**config.mk**
```make
export PLATFORM = sky130hd
export DESIGN_NAME = step_neuron
export DESIGN_NICKNAME = d
export VERILOG_FILES = /design/src/rtl/neuron_pkg.sv /design/src/rtl/neuron_term.sv /design/src/rtl/neuron_adder.sv /design/src/rtl/neuron_step.sv /design/src/rtl/step_neuron.sv
export SDC_FILE = /design/constraint.sdc
export NUM_CORES = 2
export LEC_CHECK = 0
export BUFFER_PORTS_ARGS = -buffer_cell sky130_fd_sc_hd__buf_2
export CELL_PAD_IN_SITES_DETAIL_PLACEMENT = 1
export CELL_PAD_IN_SITES_GLOBAL_PLACEMENT = 1
export CORE_MARGIN = 2
export CORE_UTILIZATION = 30
export CTS_BUF_LIST = sky130_fd_sc_hd__clkbuf_2 sky130_fd_sc_hd__clkbuf_4 sky130_fd_sc_hd__clkbuf_8
export CTS_CLUSTER_DIAMETER = 50
export CTS_CLUSTER_SIZE = 25
export DETAILED_ROUTE_END_ITERATION = 16
export PLACE_DENSITY = 0.51
export SYNTH_ARGS = -nofsm -noshare
export SYNTH_HDL_FRONTEND = slang
export SYNTH_SLANG_ARGS = --single-unit
```
**constraint.sdc**
```tcl
create_clock -name clk -period 14.74 [get_ports clk]
set_input_delay 2.948 -clock clk [delete_from_list [all_inputs] [get_ports clk]]
set_output_delay 2.948 -clock clk [all_outputs]
set_load 0.02 [all_outputs]
```
**src/rtl/neuron_pkg.sv**
```systemverilog
package neuron_pkg;
  // Width of an accumulator that holds the sum of n terms, each w bits wide.
  function automatic int acc_width(input int w, input int n);
    return w + $clog2(n);
  endfunction
endpackage

```
**src/rtl/neuron_term.sv**
```systemverilog
module neuron_term #(
  parameter int W = 17
) (
  input  logic [W-1:0] a,
  input  logic [W-1:0] b,
  output logic [W-1:0] scaled
);
  localparam int PW = 2 * W;
  logic [PW-1:0] prod;

  always_comb begin
    prod   = PW'(a) * PW'(b);
    scaled = prod[PW-1:W];  // per-term right shift by W = RES+1
  end

  // (2^W-1)^2 >> W peaks at 2^W-2, so a scaled term is never all ones
  always_comb begin
    a_r2_term_bound: assert (scaled != {W{1'b1}} || $isunknown(prod));
  end
endmodule

```
**src/rtl/neuron_adder.sv**
```systemverilog
module neuron_adder #(
  parameter int W  = 17,
  parameter int N  = 4,
  parameter int SW = W + $clog2(N)
) (
  input  logic [N*W-1:0] terms,
  output logic [SW-1:0]  sum
);
  always_comb begin
    sum = '0;
    for (int i = 0; i < N; i++) begin
      sum = sum + SW'(terms[i*W +: W]);  // widened before adding
    end
  end
endmodule

```
**src/rtl/neuron_step.sv**
```systemverilog
module neuron_step #(
  parameter int W  = 17,
  parameter int SW = 19,
  parameter logic [SW-1:0] THR = '0
) (
  input  logic [SW-1:0] sum,
  output logic [W-1:0]  act
);
  // full scale at or above the threshold, zero below it
  assign act = (sum >= THR) ? {W{1'b1}} : '0;
endmodule

```
**src/rtl/step_neuron.sv**
```systemverilog
module step_neuron
  import neuron_pkg::*;
#(
  parameter int          RES    = 16,
  parameter int          N      = 4,
  parameter int unsigned THRESH = 32'd65536
) (
  input  logic                 clk,
  input  logic                 rst,
  input  logic                 in_valid,
  output logic                 in_ready,
  input  logic [N*(RES+1)-1:0] in_data,
  input  logic [N*(RES+1)-1:0] in_weight,
  output logic                 out_valid,
  input  logic                 out_ready,
  output logic [RES:0]         out_data
);
  localparam int W  = RES + 1;
  localparam int SW = acc_width(W, N);
  localparam logic [SW-1:0] THR = SW'(THRESH);

  logic [N*W-1:0] terms;
  logic [SW-1:0]  sum;
  logic [W-1:0]   act;
  logic           accept;

  // unpack fields, element 0 in the least significant slot
  for (genvar k = 0; k < N; k++) begin : g_term
    neuron_term #(.W(W)) u_term (
      .a      (in_data[k*W +: W]),
      .b      (in_weight[k*W +: W]),
      .scaled (terms[k*W +: W])
    );
  end

  neuron_adder #(.W(W), .N(N), .SW(SW)) u_adder (
    .terms (terms),
    .sum   (sum)
  );

  neuron_step #(.W(W), .SW(SW), .THR(THR)) u_step (
    .sum (sum),
    .act (act)
  );

  // room for a new set when empty or when the held result leaves now
  assign in_ready = !out_valid || out_ready;
  assign accept   = in_valid && in_ready;

  always_ff @(posedge clk) begin
    if (rst) begin
      out_valid <= 1'b0;
      out_data  <= '0;
    end else if (accept) begin
      out_valid <= 1'b1;
      out_data  <= act;
    end else if (out_ready) begin
      out_valid <= 1'b0;
    end
  end

  // a stalled result is held and no operands enter
  a_r6_hold_stall: assert property (@(posedge clk) disable iff (rst)
    out_valid && !out_ready |=> out_valid && $stable(out_data));
  a_r6_block_input: assert property (@(posedge clk) disable iff (rst)
    out_valid && !out_ready |-> !in_ready);
  // an accepted set yields a valid result on the next cycle
  a_r5_accept_valid: assert property (@(posedge clk) disable iff (rst)
    in_valid && in_ready |=> out_valid);
  // the output is only ever one of the two step levels
  a_r4_two_levels: assert property (@(posedge clk) disable iff (rst)
    out_valid |-> (out_data == '0 || out_data == {W{1'b1}}));
  // the cycle after reset starts empty
  a_r8_reset_clear: assert property (@(posedge clk) disable iff (rst)
    $past(rst) |-> !out_valid && out_data == '0);
  // with no input, data never changes
  a_r9_idle_stable: assert property (@(posedge clk) disable iff (rst)
    !in_valid |=> $stable(out_data));
endmodule

```
==> metrics.cfg <==
[place]
placed_area_um2 = 39100
io_buffers = 158
place.gp.congestion = 0.785
dp_hpwl_um = 88400

[layout]
final_area_um2 = 39100
drive_above_1_share = 0.0420
nNetsFinal = 5697
num_antenna_cells = 0
area_growth_pct = 5.80
final_util = 0.320

[hold_path]
worstHoldPathCells = 2
min_path_type = flip-flop to flip-flop
worstHoldEndpoint = out_valid
min-delay-start = out_valid

[worst_setup_path]
cp_max_fo = 17
reg2reg_depth = 2
cp_common_cell = fa_1
r2r_end = out_data[15]
regToRegStartpoint = out_data[15]
required_ps = 14830
critPathLaunchType = primary input
critPathMaxStageDelay_ps = 600
reg2reg_setup_slack_ps = 13590
critPathLaunch = in_data[27]
critical_path_arrival_ps = 12510
worstSetupPathType = primary input to flip-flop
critPathTopFamily = adder cells
cp_num_buf_inv = 3
cp-end-kind = flip-flop
slowest_stage = o22ai_1

[clock_network]
cts_setup_buffers = 0
ctsResizeCount = 0
h-tree-depth = 1
clock_latency_ps = 230
numClockSinks = 2
numCtsBuffers = 3
cts_buffer_depth = 2
path_clk_slew_ps = 30
cts_root_buf = clkbuf_8
cts_hold_buf = 0
cts_tree = done

[timing]
clock_skew_ps = 5.19
tns_ps = 0
rsz0062_at_grt = false
hold_ws_ps = 553
period_minus_slack_ps = 12420
period_share = 0.843
finalSetupViolCount = 0
tightest_slew_ps = 757
max_freq_mhz = 80.5
hold_viol_final = 0
max-slew-margin-rel = 0.491
final_max_slew_viol_count = 0

[yosys]
synth-edff-count = 0
yosysWarnings = 0
ys_top_cells_by_count = inv_1, fa_1, nand2_1
synthMuxAreaShare = 0.000542
synth_top_area_share = 0.491
seq_area_frac_synth = 0.00108
synth.area.top_cells = fa_1, ha_1, inv_1
synth_top_area_cell = fa_1
ys.flop_type = dfxtp_1
syn_nets = 5711
synthArstFlopShare = 0
synth_compound_area_frac = 0.0427
yosysMostFrequentCell = inv_1
synth_xor_xnor_area_share = 0.0204
synth_seq_cells = 2
yosys.area_share.simple = 0.167
synthAdderAreaFrac = 0.646
synth_top_family_by_area = adder cells
syn-cell-area_um2 = 37000
ys_types = 64
syn_avg_cell_area_um2 = 8.79
syn_inst = 4206

[grt]
grt_pass1_wl_um = 176000
antenna_found_initial = 0
grt_max_degree = 19
grt_pass1_vias = 31300
grt-ovfl-total = 0
track_usage = 0.177

[drt]
detail_route.iter0.violations = 864
vias_per_cell = 4.58
vias = 26600
drc = 0
avgRoutedWirePerCell_um = 18.4
ant_nets = 0
routed_wl_um = 107000
dr.pass1.iters = 5

[flow_run]
cap_violations = 0

[floorplan]
ios = 159
fp.dieH_um = 355
rows = 128
start_util = 0.303
die_w_um = 355
core_um2 = 122000
dieArea_um2 = 126000

[status]
status = finished, final reports clean

-- layer usage --
layer  vias up  global-route usage  share of wire
li1      12300                   -              -
met1     14000               0.243           0.47
met2       254               0.318           0.51
met3        61             0.00615          0.016
met4         0              0.0198          0.011
met5         -                   0              0
-- cell families (layout without fill, tap and decap cells) --
logic type / after synthesis / after routing
compound gates: 241 / 241
mux: 2 / 2
xor+xnor: 86 / 86
fa+ha+maj: 1365 / 1365
buf+inv: 1185 / 1169
simple gates: 1325 / 1325
flops: 2 / 2
-- worst max-delay path by stage --
stage,endpoint,slack (ps),cells past startpoint
after floorplan,out_data[15],3430,38
after global placement,out_data[15],2140,36
after detailed placement,out_data[15],1980,36
after CTS,out_data[15],2230,36
after global routing,out_data[15],1460,36
final,out_data[15],2320,36
-- cell usage in the layout, fill, tap and decap left out, drive strengths merged, types with 26 or more instances in the layout --
cell type  instances
a21o              34
a21oi             90
and2             394
buf              159
fa               907
ha               458
inv             1007
nand2            788
nor2              51
o21ai             39
xnor2             60
xor2              26
-- cell type report --
cell class / count / area, um^2
fillers: 14500 / 82900
multi-input cells: 3019 / 32400
inverters: 1007 / 3780
well taps: 1625 / 2030
repair buffers: 159 / 798
clock buffers: 3 / 41.3
flip-flops and latches: 2 / 40.0
-- worst reg2reg max path: cells and delay by family, from the launching register on --
kind               cells  cell delay, ps
DFF                    1             620
AOI/OAI and AO/OA      2             450
-- sequential cells by signal (all words and copies together) (netlist names) --
name and flops:
out_data 1, out_valid 1
-- per-stage QoR --
step | setup slack, ps | cells
2_1_floorplan | 3430 | 4206
3_3_place_gp | 2140 | 5812
3_5_place_dp | 1980 | 5812
4_1_cts | 2230 | 5815
5_1_grt | 1460 | 5815
6_report | 2320 | 5815
Power is not shown: default switching activity piles up to over one toggle a cycle in this logic, so the estimate is an artifact.
